File: src/rtl/pwm_gate_seq.sv
module pwm_gate_seq #(
  parameter int HOLD_CYCLES = 38,
  parameter int DT_W        = 4
) (
  input  logic            clk,
  input  logic            rst_n,
  input  logic            pwm_hi,
  input  logic            pwm_lo,
  input  logic            zcd_en_n,
  input  logic            zero_cross,
  input  logic            enable,
  input  logic [DT_W-1:0] dead_cycles,
  output logic            gh,
  output logic            gl,
  output logic            tristate_active
);
  localparam int HC_W = $clog2(HOLD_CYCLES + 1);
  localparam logic [HC_W-1:0] HOLD_LAST = HC_W'(HOLD_CYCLES - 1);
  localparam logic [DT_W-1:0] IDLE_MAX = {DT_W{1'b1}};

  logic            lvl_q, park_q, cut_q, gh_q, gl_q;
  logic [HC_W-1:0] hold_q;
  logic [DT_W-1:0] idle_q;

  logic mid, lvl_d, hold_done, park_d, rise, zc_hit, cut_d;
  logic run, want_h, want_l, gap_ok, gh_d, gl_d;

  assign mid       = !pwm_hi && !pwm_lo;
  assign lvl_d     = pwm_hi || (!pwm_lo && lvl_q);
  assign hold_done = mid && !park_q && (hold_q == HOLD_LAST);
  assign park_d    = !pwm_hi && (park_q || hold_done);
  assign rise      = pwm_hi && !lvl_q;
  assign zc_hit    = !zcd_en_n && zero_cross && gl_q;
  assign cut_d     = !rise && (cut_q || zc_hit);

  assign run    = enable && !park_d;
  assign want_h = run && lvl_d;
  assign want_l = run && !lvl_d && !cut_d;
  assign gap_ok = idle_q >= dead_cycles;
  assign gh_d   = want_h && (gh_q || (!gl_q && gap_ok));
  assign gl_d   = want_l && (gl_q || (!gh_q && gap_ok));

  always_ff @(posedge clk or negedge rst_n) begin
    if (!rst_n) begin
      lvl_q  <= 1'b0;
      park_q <= 1'b1;
      cut_q  <= 1'b0;
      gh_q   <= 1'b0;
      gl_q   <= 1'b0;
      hold_q <= '0;
      idle_q <= IDLE_MAX;
    end else begin
      lvl_q  <= lvl_d;
      park_q <= park_d;
      cut_q  <= cut_d;
      gh_q   <= gh_d;
      gl_q   <= gl_d;
      if (!mid || park_q || hold_done) hold_q <= '0;
      else                             hold_q <= hold_q + 1'b1;
      if (gh_q || gl_q)              idle_q <= DT_W'(1);
      else if (idle_q != IDLE_MAX)   idle_q <= idle_q + 1'b1;
    end
  end

  assign gh              = gh_q;
  assign gl              = gl_q;
  assign tristate_active = park_q;
endmodule


File: config.mk
export PLATFORM = sky130hd
export DESIGN_NAME = pwm_gate_seq
export DESIGN_NICKNAME = d
export VERILOG_FILES = /design/src/rtl/pwm_gate_seq.sv
export SDC_FILE = /design/constraint.sdc
export NUM_CORES = 1
export LEC_CHECK = 0
export ABC_AREA = 1
export BUFFER_PORTS_ARGS = -buffer_cell sky130_fd_sc_hd__buf_2
export CELL_PAD_IN_SITES_DETAIL_PLACEMENT = 0
export CELL_PAD_IN_SITES_GLOBAL_PLACEMENT = 2
export CORE_ASPECT_RATIO = 1.75
export CORE_MARGIN = 2
export CORE_UTILIZATION = 35
export DETAILED_ROUTE_END_ITERATION = 7
export PLACE_DENSITY_LB_ADDON = 0.1
export SYNTH_ARGS = -nofsm -noshare
export SYNTH_HDL_FRONTEND = slang
export SYNTH_SLANG_ARGS = --single-unit
File: constraint.sdc
create_clock -name clk -period 3.81 [get_ports clk]
set_input_delay 0.1905 -clock clk [delete_from_list [all_inputs] [get_ports clk]]
set_output_delay 0.1905 -clock clk [all_outputs]
set_load 0.02 [all_outputs]
==> results of run 1 <==
-- cells in the mapped netlist, types with 2 or more instances --
master,number
nor3b_2,2
dfstp_2,5
nand3_2,2
ha_1,7
nand2_1,12
nand4_1,3
o21ai_0,2
nand3_1,3
inv_1,15
o21ai_1,2
a21oi_1,6
dfrtp_1,10
nor2_1,13
xor2_1,2
inv_2,4
-- state kept, by name, summed over array words and instances, names as in the netlist --
name,count
idle_q,4
lvl_q,1
cut_q,1
gh,1
hold_q,6
gl,1
tristate_active,1
-- cell type report --
| class | instances | area, sq um | area share |
|---|---|---|---|
| sequential | 15 | 382 | 0.381 |
| timing repair buffer | 14 | 75.1 | 0.0749 |
| tap | 25 | 31.3 | 0.0312 |
| clock inverter | 1 | 5.00 | 0.00499 |
| clock buffer | 3 | 41.3 | 0.0412 |
| multi-input combinational | 61 | 397 | 0.396 |
| inverter | 19 | 71.3 | 0.0712 |
-- metal layers --
layer / share of wire / routed length (um) / vias to the layer above
li1: - / - / 341
met1: 0.34 / 555 / 322
met2: 0.61 / 1000 / 8
met3: 0.024 / 40 / 4
met4: 0.029 / 48 / 0
met5: 0 / 0 / -
-- worst paths after layout --
| check | depth (start not counted) | start | end | slack [ns] |
|---|---|---|---|---|
| worst max-delay path | 6 | idle_q[0] | gh | 2.41 |
| worst min-delay path | 2 | pwm_hi | cut_q | 0.20 |
| worst max register to register | 6 | idle_q[0] | gh | 2.41 |
| worst min register to register | 1 | hold_q[0] | hold_q[0] | 0.52 |
| max in group asynchronous | 2 | rst_n | idle_q[3] | 3.13 |
| min in group asynchronous | 2 | rst_n | hold_q[2] | 0.37 |
-- kinds of logic (layout without fill, tap and decap cells) --
group                    after synthesis  in the layout  share of synthesized area
AO/OA/AOI/OAI                         13             13                     0.0943
flip-flops                            15             15                      0.449
AND/OR/NAND/NOR                       39             39                      0.249
adder cells (fa/ha/maj)                7              7                      0.103
buffers and inverters                 19             37                     0.0839
XOR/XNOR                               2              2                     0.0206
-- report_power, final --
part | internal (W) | switching (W) | leakage, nW
Combinational | 0.0000723 | 0.000100 | 0.294
Clock | 0.0000725 | 0.0000594 | 0.0255
Sequential | 0.000206 | 0.0000292 | 0.187
Total | 0.000351 | 0.000189 | 0.506
-- worst max-delay path, delay by kind of cell (launching register included) --
| kind | cells | cell delay (ns) |
|---|---|---|
| simple gates | 3 | 0.27 |
| buf+inv | 1 | 0.07 |
| compound gates | 1 | 0.15 |
| fa+ha+maj | 1 | 0.27 |
| flops | 1 | 0.54 |
-- stage by stage --
step	hold WS, ns	setup slack (ns)
3_3_place_gp	0.115	2.43
5_1_grt	0.204	2.28
6_report	0.198	2.41
4_1_cts	0.194	2.39
2_1_floorplan	-0.105	2.53
3_5_place_dp	0.114	2.39
-- what timing repair did --
| action | in CTS | in global routing |
|---|---|---|
| setup buffers | 0 | 0 |
| endpoints found under the hold margin | 10 | 0 |
| hold buffers | 1 | 0 |
==> results by group, run 1 <==
Worst setup path
  – Critical Path RT: 3.96 ns
  – Slowest stage cell, crit path: dfstp_2
  – Worst Path Arrival: between 1.5 and 2 ns
  – CP endpoint kind: register
  – Crit Path Max Fanout: 3
  – Setup crit start kind: register
  – Worst Setup Path Type: reg -> reg
  – Crit-path cells: inv_1 -> ha_1 -> nand4_1 -> nand3_1 -> a21oi_1 -> nor2_1
  – CP max stage delay: between 0.5 and 0.6 ns

Logic synthesis
  – Async SR Flop Fraction: 1.00
  – Post-Syn Nets: roughly 110
  – Top cell type's share of synthesized area: 0.295
  – Top_reg_cell synth: dfrtp_1
  – Ys Warns: 0
  – Syn Std Cell Area: 850 sq um
  – Top cells by area, synth: dfrtp_1, dfstp_2, ha_1
  – Post-synthesis sequential area ratio: 0.449
  – Synthesized flop and latch total: 15
  – Netlist cell types: 22
  – Synth area leader: dfrtp_1
  – EDFF count, synth: 0
  – Post-Synthesis Cells: 95
  – Syn avg cell area: between 8 and 9 sq um

Layout
  – Fill cell count: ~250
  – Commonest non-fill, non-tap cells in the layout: inv_1, nor2_1, buf_2, nand2_1, dfrtp_1
  – Leading cell type in the layout, fill and taps excluded: inv_1
  – NumNets Final: 132
  – Area Growth Syn to Fin: 18.0%
  – Post-route cell area: between 1000 and 1500 sq um
  – Non-Filler Instances: 138
  – Layout cells sized above 1: 0.301
  – Diode count: 0
  – Post-layout util: 0.435

Routing
  – Remaining DRCs: 0
  – Routed Antenna Nets: 0
  – Vias per std cell: 4.89
  – Initial drt markers: 6
  – Final WL: approximately 1600 um
  – Drt wl/cell: roughly 12 um
  – Via count: 675
  – First-pass DRT Iterations: 4

Clock tree
  – Longest Clk Path Bufs: 2
  – TritonCTS Buffers: 3
  – Clk slew on worst S/H paths: 0.07 ns
  – H-tree levels: 1
  – Post-CTS Resized: 0
  – Root Driver: clkbuf_8
  – CTS tree: built
  – Clock latency on the worst-skew pair: between 0.2 and 0.3 ns
  – CTS sink cnt: 15

Floorplanning
  – # rows: 23
  – Starting Density: 0.369
  – Die height: roughly 70 um
  – IO Pins: 14
  – Die ar.: about 2900 sq um
  – Die W: around 41 um
  – Core Footprint: 2300 sq um

Power
  – Maximum vdd drop: 0.220 mV
  – Leakage: 0.506 nW
  – P per Cell Area: about 540 nW/um^2
  – Power, Total: between 0.0005 and 0.0006 W

Placed design
  – DPL Wire Length: 1360 um
  – # port buffers: 13
  – Cells after DPL: between 100 and 150
  – Post-DP Area: between 900 and 1000 sq um
  – Gpl congestion: slightly above 0.7

Timing
  – Worst Tran Pin Value: around 0.34 ns
  – Max transition margin: 0.770
  – Min cycle time layout: ~1.4 ns
  – RSZ-0062 raised after global routing: no
  – Worst Skew: approximately 0.0075 ns
  – Max Clk Rate: 713 MHz
  – Setup TNS: 0 ns
  – Final Hold Viols: 0
  – # setup viols final: 0
  – Final Slew Violations: 0
  – Final period utilization: 0.368

Global route
  – Initial antenna violation count: 0
  – Busiest grt layer: met2
  – Met1 Use GR: 0.129
  – Number of global-route vias before repair: around 700
  – GRT met3 Usage: 0.0288
  – First-pass GRT wire length: 2770 um
  – Tot GR Track Use: 0.142
  – Largest net degree at the start of global routing: 16
  – M2 GR Usage: 0.252
  – GRT overflow: 0

Status
  – Status: complete, no violations

Worst hold path
  – Min-Delay Path Class: in -> reg

Job
  – Max Cap Viol: 0
Note: power is estimated with default switching activity, not from simulation.
==> run 2, diff against run 1 <==
ABC_AREA = 0   (was 1)
CORE_UTILIZATION = 29   (was 35)
clock period = 1.25 ns   (was 3.81 ns; I/O delays follow)
==> run 2 against run 1 <==
- the run now ends with setup timing left
- non-clock buffer count grew 16
- die area grew 11%
- synthesized area shrank 7.5%
- largest cell class unchanged
- worst setup slack lost 2.7 ns
- final cell count grew 1.4%
- flip-flop and latch count is the same
- critical path type unchanged
- global-route usage shrank 1.5 points
- combinational power grew to 5.3 times the previous value
==> results by group, run 2 <==
Logic synthesis
  – Post-Synth Adder-Cell Area: 0.111 (+0.00837)
  – Top cells by area, synth: dfrtp_1, dfstp_2, ha_1
  – Syn Std Cell Area: 786 sq um (-7.5%)
  – Async SR Flop Fraction: 1.00 (unchanged)
  – Synthesized flop and latch total: 15 (unchanged)
  – Largest family of logic cells by synthesized area: simple AND/OR/NAND/NOR gates
  – Synth area leader: dfrtp_1
  – Post-synthesis sequential area ratio: 0.486 (+0.0365)
  – Cell with the most instances after synthesis: inv_1
  – Post-Synthesis Cells: 80 (-16%)
  – Post-Syn Nets: 98 (-13%)
  – Area fraction in compound gates after synthesis: 0.123 (+0.0284)
  – Top_reg_cell synth: dfrtp_1
  – Syn avg cell area: 9.82 sq um (+9.8%)
  – Post-synthesis simple-gate area fraction: 0.148 (-0.101)
  – Top cell type's share of synthesized area: 0.318 (+0.0239)
  – Ys Warns: 0 (unchanged)
  – Post-synthesis mux area share: 0.0127 (+0.0127)
  – Netlist cell types: 25 (+14%)
  – Synth top cells by count: inv_1, dfrtp_1, nor2_1
  – EDFF count, synth: 0 (unchanged)
  – Post-synthesis xor/xnor area fraction: 0.0557 (+0.0351)

Worst setup path
  – CP max stage delay: 0.53 ns (about the same)
  – Setup crit start kind: register
  – Crit Path Max Fanout: 2 (-1)
  – Worst Path Arrival: 1.62 ns (+0.07 ns)
  – CP endpoint kind: register
  – Crit path buffers/inverters: 1 (unchanged)
  – Slowest stage cell, crit path: dfstp_2
  – Crit-path cells: inv_2 -> ha_4 -> nor2b_2 -> o21ai_2 -> a31oi_1 -> nor4b_1
  – Worst Setup Path Type: reg -> reg
  – Delay-heaviest family, CP: flip-flops
  – Critical Path RT: 1.38 ns (-2.58 ns)

Timing
  – Final Slew Violations: 0 (unchanged)
  – Final Hold Viols: 0 (unchanged)
  – Max Clk Rate: 670 MHz (-6.1%)
  – # setup viols final: 12 (+12)
  – RSZ-0062 raised after global routing: yes
  – Worst hold slack: 0.0211 ns (-0.177 ns)
  – Min cycle time layout: 1.49 ns (+0.0905 ns)
  – Max transition margin: 0.758 (-0.0123)
  – Setup WS post-layout: -0.243 ns (-2.65 ns)
  – Final period utilization: 1.19 (+0.826)
  – Worst Skew: 0.00728 ns (-0.000221 ns)
  – Worst Tran Pin Value: 0.363 ns (+0.0185 ns)
  – Setup TNS: -1.18 ns (-1.18 ns)

Routing
  – Vias per std cell: 4.73 (-3.3%)
  – Final WL: 1820 um (+11%)
  – Via count: 662 (-1.9%)
  – First-pass DRT Iterations: 2 (-2)
  – Remaining DRCs: 0 (unchanged)
  – Drt wl/cell: 13.0 um (+9.1%)
  – Routed Antenna Nets: 0 (unchanged)
  – Initial drt markers: 12 (+6)

Power
  – P per Cell Area: 1680 nW/um^2 (+210%)
  – Power, Total: 0.00200 W (+270%)
  – Maximum vdd drop: 0.776 mV (+250%)
  – Leakage: 0.567 nW (+12%)

Layout
  – Largest register FFs: 6 (unchanged)
  – NumNets Final: 132 (unchanged)
  – Most flop-heavy register: hold_q
  – Area Growth Syn to Fin: 51.8%
  – Top Registers: hold_q: 6 flops, idle_q: 4 flops
  – Fill cell count: 280 (+12%)
  – Post-route cell area: 1190 sq um (+19%)
  – Diode count: 0 (unchanged)
  – Layout cells sized above 1: 0.522 (+0.221)
  – Commonest non-fill, non-tap cells in the layout: buf_2, buf_4, inv_1, dfrtp_1, nor2_1

Global route
  – Number of global-route vias before repair: 713 (+0.28%)
  – Tot GR Track Use: 0.128 (-0.0147)
  – Initial antenna violation count: 0 (unchanged)
  – GRT overflow: 0 (unchanged)
  – Largest net degree at the start of global routing: 16 (unchanged)
  – First-pass GRT wire length: 3000 um (+8.2%)

Status
  – Failing checks: setup timing
  – Status: finished, violations left

Clock tree
  – Longest Clk Path Bufs: 2 (unchanged)
  – Root Driver: clkbuf_8
  – CTS sink cnt: 15 (unchanged)
  – H-tree levels: 1 (unchanged)
  – TritonCTS Buffers: 3 (unchanged)
  – Clk slew on worst S/H paths: 0.06 ns (about the same)
  – CTS tree: built
  – Clock latency on the worst-skew pair: 0.25 ns (about the same)

Floorplanning
  – # rows: 25 (+8.7%)
  – Die ar.: 3160 sq um (+11%)
  – Starting Density: 0.299 (-0.0700)
  – Die W: 43.4 um (+5.1%)
  – Core Footprint: 2630 sq um (+14%)
  – Die height: 72.9 um (+5.3%)
  – IO Pins: 14 (unchanged)

Job
  – Max Cap Viol: 0 (unchanged)

Placed design
  – # port buffers: 13 (unchanged)
  – DPL Wire Length: 1360 um (+0.19%)
  – Post-DP Area: 980 sq um (+3.6%)
  – Gpl congestion: 0.712 (+0.72%)

Worst hold path
  – Min-Delay Path Class: in -> reg
run 2: cell count changes after synthesis, moves of 3 or more:
cell,delta
inv_2,-4
xnor2_1,+3
nand2_1,-9
nand4_1,-3
a21oi_1,-3
nor3_1,+3
inv_1,-3
nor2_1,-4
run 2: cell families after synthesis:
logic type,count (synthesis)
AOI/OAI and AO/OA,15
xor gates and xnor gates,5
adders and majority gates,7
buffers and inverters,13
DFF,15
muxes,1
and+or+nand+nor,24
run 2: final cells by class:
class	count	area, sq um	area share
well taps	27	33.8	0.0283
multi-input cells	52	480	0.403
repair buffers	30	206	0.173
clock buffers	4	45.0	0.0378
inverters	12	45.0	0.0378
flip-flops and latches	15	382	0.320
run 2: power breakdown:
group          leakage [nW]  switching, W  internal, W  total (W)
Sequential            0.187     0.0000832     0.000626   0.000709
Combinational         0.358      0.000426     0.000478   0.000904
Clock                0.0228      0.000162     0.000225   0.000387
Total                 0.567      0.000672      0.00133    0.00200
run 2: what timing repair did:
action / CTS / global route
setup endpoints to repair: 11 / 13
resized for setup: 16 / 13
setup buffers: 3 / 2
hold endpoints to repair: 10 / 0
hold buffers: 1 / 0
pin swaps: 7 / 6
run 2: worst paths after layout:
check,start,end,slack [ns],cells past startpoint
setup / recovery,idle_q[0],gl,-0.24,6
hold / removal,pwm_hi,tristate_active,0.02,2
setup reg to reg,idle_q[0],gl,-0.24,6
hold reg to reg,gh,idle_q[3],0.49,1
max in group asynchronous,rst_n,tristate_active,0.68,2
min in group asynchronous,rst_n,hold_q[0],0.25,2
run 2: worst reg2reg max path: stages, from the launching register on:
cell and delay, ns:
dfstp_2 0.53, inv_2 0.04, ha_4 0.25, nor2b_2 0.03
o21ai_2 0.16, a31oi_1 0.11, nor4b_1 0.26
run 2: metrics by stage:
| stage | utilization | cells | worst slack (ns) |
|---|---|---|---|
| finish | 0.454 | 140 | -0.243 |
| global placement | 0.373 | 132 | -0.249 |
| detailed placement | 0.373 | 132 | -0.297 |
| floorplan | - | 80 | -0.196 |
| global route | 0.454 | 140 | -0.289 |
| CTS | 0.427 | 139 | -0.241 |
run 2: routing by layer:
layer,up-vias,GRT usage,share of wire
met4,0,0.0640,0.010
met5,-,0,0
met2,7,0.237,0.57
met3,2,0.0223,0.018
li1,337,-,-
met1,316,0.131,0.40
==> run 3, diff against run 2 <==
CORE_ASPECT_RATIO = default   (was 1.75)
CORE_UTILIZATION = 35   (was 29)
RECOVER_POWER = 50   (was default)
clock period = 1.9 ns   (was 1.25 ns; I/O delays follow)
==> run 3 against run 2 <==
- clock power down 54%
- worst setup slack better by 0.49 ns
- critical path type unchanged
- hold slack better by 0.10 ns
- the run now ends clean
- routed wire length down 25%
- sequential share of layout area up 9.2 points
- register-to-register slack better by 0.49 ns
- flip-flop and latch count unchanged
==> results by group, run 3 (synthesis gave the netlist of run 2 again) <==
Global route
  – Initial antenna violation count: 0 (unchanged)
  – Largest net degree at the start of global routing: 16 (unchanged)
  – GRT overflow: 0 (unchanged)
  – Number of global-route vias before repair: 569 (-20%)
  – First-pass GRT wire length: 2510 um (-16%)
  – Tot GR Track Use: 0.131 (+0.00330)

Worst setup path
  – Critical Path RT: 2.08 ns (+0.70 ns)
  – Delay-heaviest family, CP: flip-flops
  – Worst Setup Path Type: reg -> reg
  – Setup crit start kind: register
  – Worst Path Arrival: 1.83 ns (+0.21 ns)
  – Slowest stage cell, crit path: dfstp_2
  – Crit path buffers/inverters: 1 (unchanged)
  – CP endpoint kind: register
  – Crit-path cells: inv_1 -> ha_1 -> nor2b_1 -> o21ai_0 -> a31oi_1 -> nor4b_1
  – CP max stage delay: 0.57 ns (+0.04 ns)
  – Crit Path Max Fanout: 4 (+2)

Timing
  – RSZ-0062 raised after global routing: no
  – Worst Skew: 0.000675 ns (-0.00660 ns)
  – Max transition margin: 0.459 (-0.298)
  – Final Slew Violations: 0 (unchanged)
  – Max Clk Rate: 604 MHz (-9.9%)
  – Setup WS post-layout: 0.243 ns (+0.486 ns)
  – Min cycle time layout: 1.66 ns (+0.164 ns)
  – Final Hold Viols: 0 (unchanged)
  – Worst Tran Pin Value: 0.811 ns (+0.448 ns)
  – Final period utilization: 0.872 (-0.322)
  – Worst hold slack: 0.122 ns (+0.101 ns)
  – # setup viols final: 0 (-12)
  – Setup TNS: 0 ns (+1.18 ns)

Layout
  – Post-layout util: 0.427 (-0.0271)
  – Most flop-heavy register: hold_q
  – Post-route cell area: 926 sq um (-22%)
  – Register area: 382 sq um (unchanged)
  – Diode count: 0 (unchanged)
  – NumNets Final: 117 (-11%)
  – Area Growth Syn to Fin: 17.8%
  – Area of the multi-input gates: 354 sq um (-26%)
  – Largest register FFs: 6 (unchanged)
  – Fill cell count: 222 (-21%)
  – Commonest non-fill, non-tap cells in the layout: inv_1, buf_2, dfrtp_1, nor2_1, ha_1
  – Top Registers: hold_q: 6 flops, idle_q: 4 flops
  – Layout cells sized above 1: 0.204 (-0.318)

Power
  – P per Cell Area: 1030 nW/um^2 (-38%)
  – Maximum vdd drop: 0.477 mV (-39%)
  – Leakage: 0.450 nW (-21%)

Routing
  – Remaining DRCs: 0 (unchanged)
  – Initial drt markers: 0 (-12)
  – Final WL: 1370 um (-25%)
  – Routed Antenna Nets: 0 (unchanged)
  – Drt wl/cell: 10.9 um (-17%)
  – Via count: 580 (-12%)
  – Vias per std cell: 4.60 (-2.7%)
  – First-pass DRT Iterations: 1 (-1)

Floorplanning
  – IO Pins: 14 (unchanged)
  – Die ar.: 2640 sq um (-16%)
  – Core Footprint: 2170 sq um (-17%)
  – Starting Density: 0.362 (+0.0631)
  – Die height: 51.4 um (-29%)
  – # rows: 17 (-32%)
  – Die W: 51.4 um (+19%)

Clock tree
  – Clock latency on the worst-skew pair: 0.27 ns (+0.02 ns)
  – Longest Clk Path Bufs: 2 (unchanged)
  – TritonCTS Buffers: 3 (unchanged)
  – CTS sink cnt: 15 (unchanged)
  – H-tree levels: 1 (unchanged)
  – Root Driver: clkbuf_4
  – Clk slew on worst S/H paths: 0.09 ns (+0.03 ns)
  – CTS tree: built

Job
  – Max Cap Viol: 0 (unchanged)

Status
  – Status: complete, no violations

Placed design
  – DP Worst Slack: 0.223 ns (+0.520 ns)
  – Gpl congestion: 0.684 (-4.0%)
  – DPL Wire Length: 1090 um (-20%)
  – Post-DP Area: 881 sq um (-10%)
  – # port buffers: 13 (unchanged)

Worst hold path
  – Min-Delay Path Class: in -> reg
[run 3: cell types whose count changed in the layout (fill, tap and decap cells not counted), moves of 3 or more]
cell,change
buf_4,-13
buf_6,-3
clkbuf_4,+3
clkbuf_8,-3
ha_1,+4
ha_4,-3
nor2_1,+3
[run 3: final cells by class]
type / count / area share
Timing Repair Buffer: 15 / 0.0905
Sequential cell: 15 / 0.412
Multi-Input combinational cell: 52 / 0.382
Inverter: 12 / 0.0486
Tap cell: 28 / 0.0378
Clock buffer: 4 / 0.0284
[run 3: path summary, 6_finish.rpt]
check / from / to / slack, ns / cells after the start
worst max-delay path: idle_q[0] / gl / 0.24 / 6
worst min-delay path: pwm_lo / tristate_active / 0.12 / 4
worst max register to register: idle_q[0] / gl / 0.24 / 6
worst min register to register: gh / idle_q[1] / 0.50 / 1
max in group asynchronous: rst_n / lvl_q / 0.98 / 2
min in group asynchronous: rst_n / hold_q[4] / 0.42 / 2
[run 3: worst min-delay path: cells and delay by family]
| family | cells | cell delay, ns |
|---|---|---|
| buffers and inverters | 2 | 0.15 |
| AND/OR/NAND/NOR | 1 | 0.05 |
| AO/OA/AOI/OAI | 1 | 0.11 |
[run 3: metrics by stage]
step / power (W) / instances
detailed placement: 0.000786 / 120
finish: 0.000956 / 126
CTS: 0.000975 / 126
global placement: 0.000787 / 120
global route: 0.00105 / 126
floorplan: 0.000699 / 80
[run 3: what timing repair did]
| item | in CTS | in global routing |
|---|---|---|
| setup buffers | 0 | 0 |
| resized for setup | 0 | 0 |
| hold buffers | 2 | 0 |
| endpoints found under the hold margin | 13 | 0 |
[run 3: per-layer routing]
layer,GRT usage,vias up,share of wire
met4,0.0658,0,0.012
met3,0.0263,2,0.032
met2,0.201,8,0.46
met5,0,-,0
met1,0.174,257,0.50
li1,-,313,-
[run 3: report_power, final]
group,switching [W],internal (W)
logic,0.000159,0.000143
clock network,0.0000981,0.0000813
registers,0.0000616,0.000412
total,0.000319,0.000637
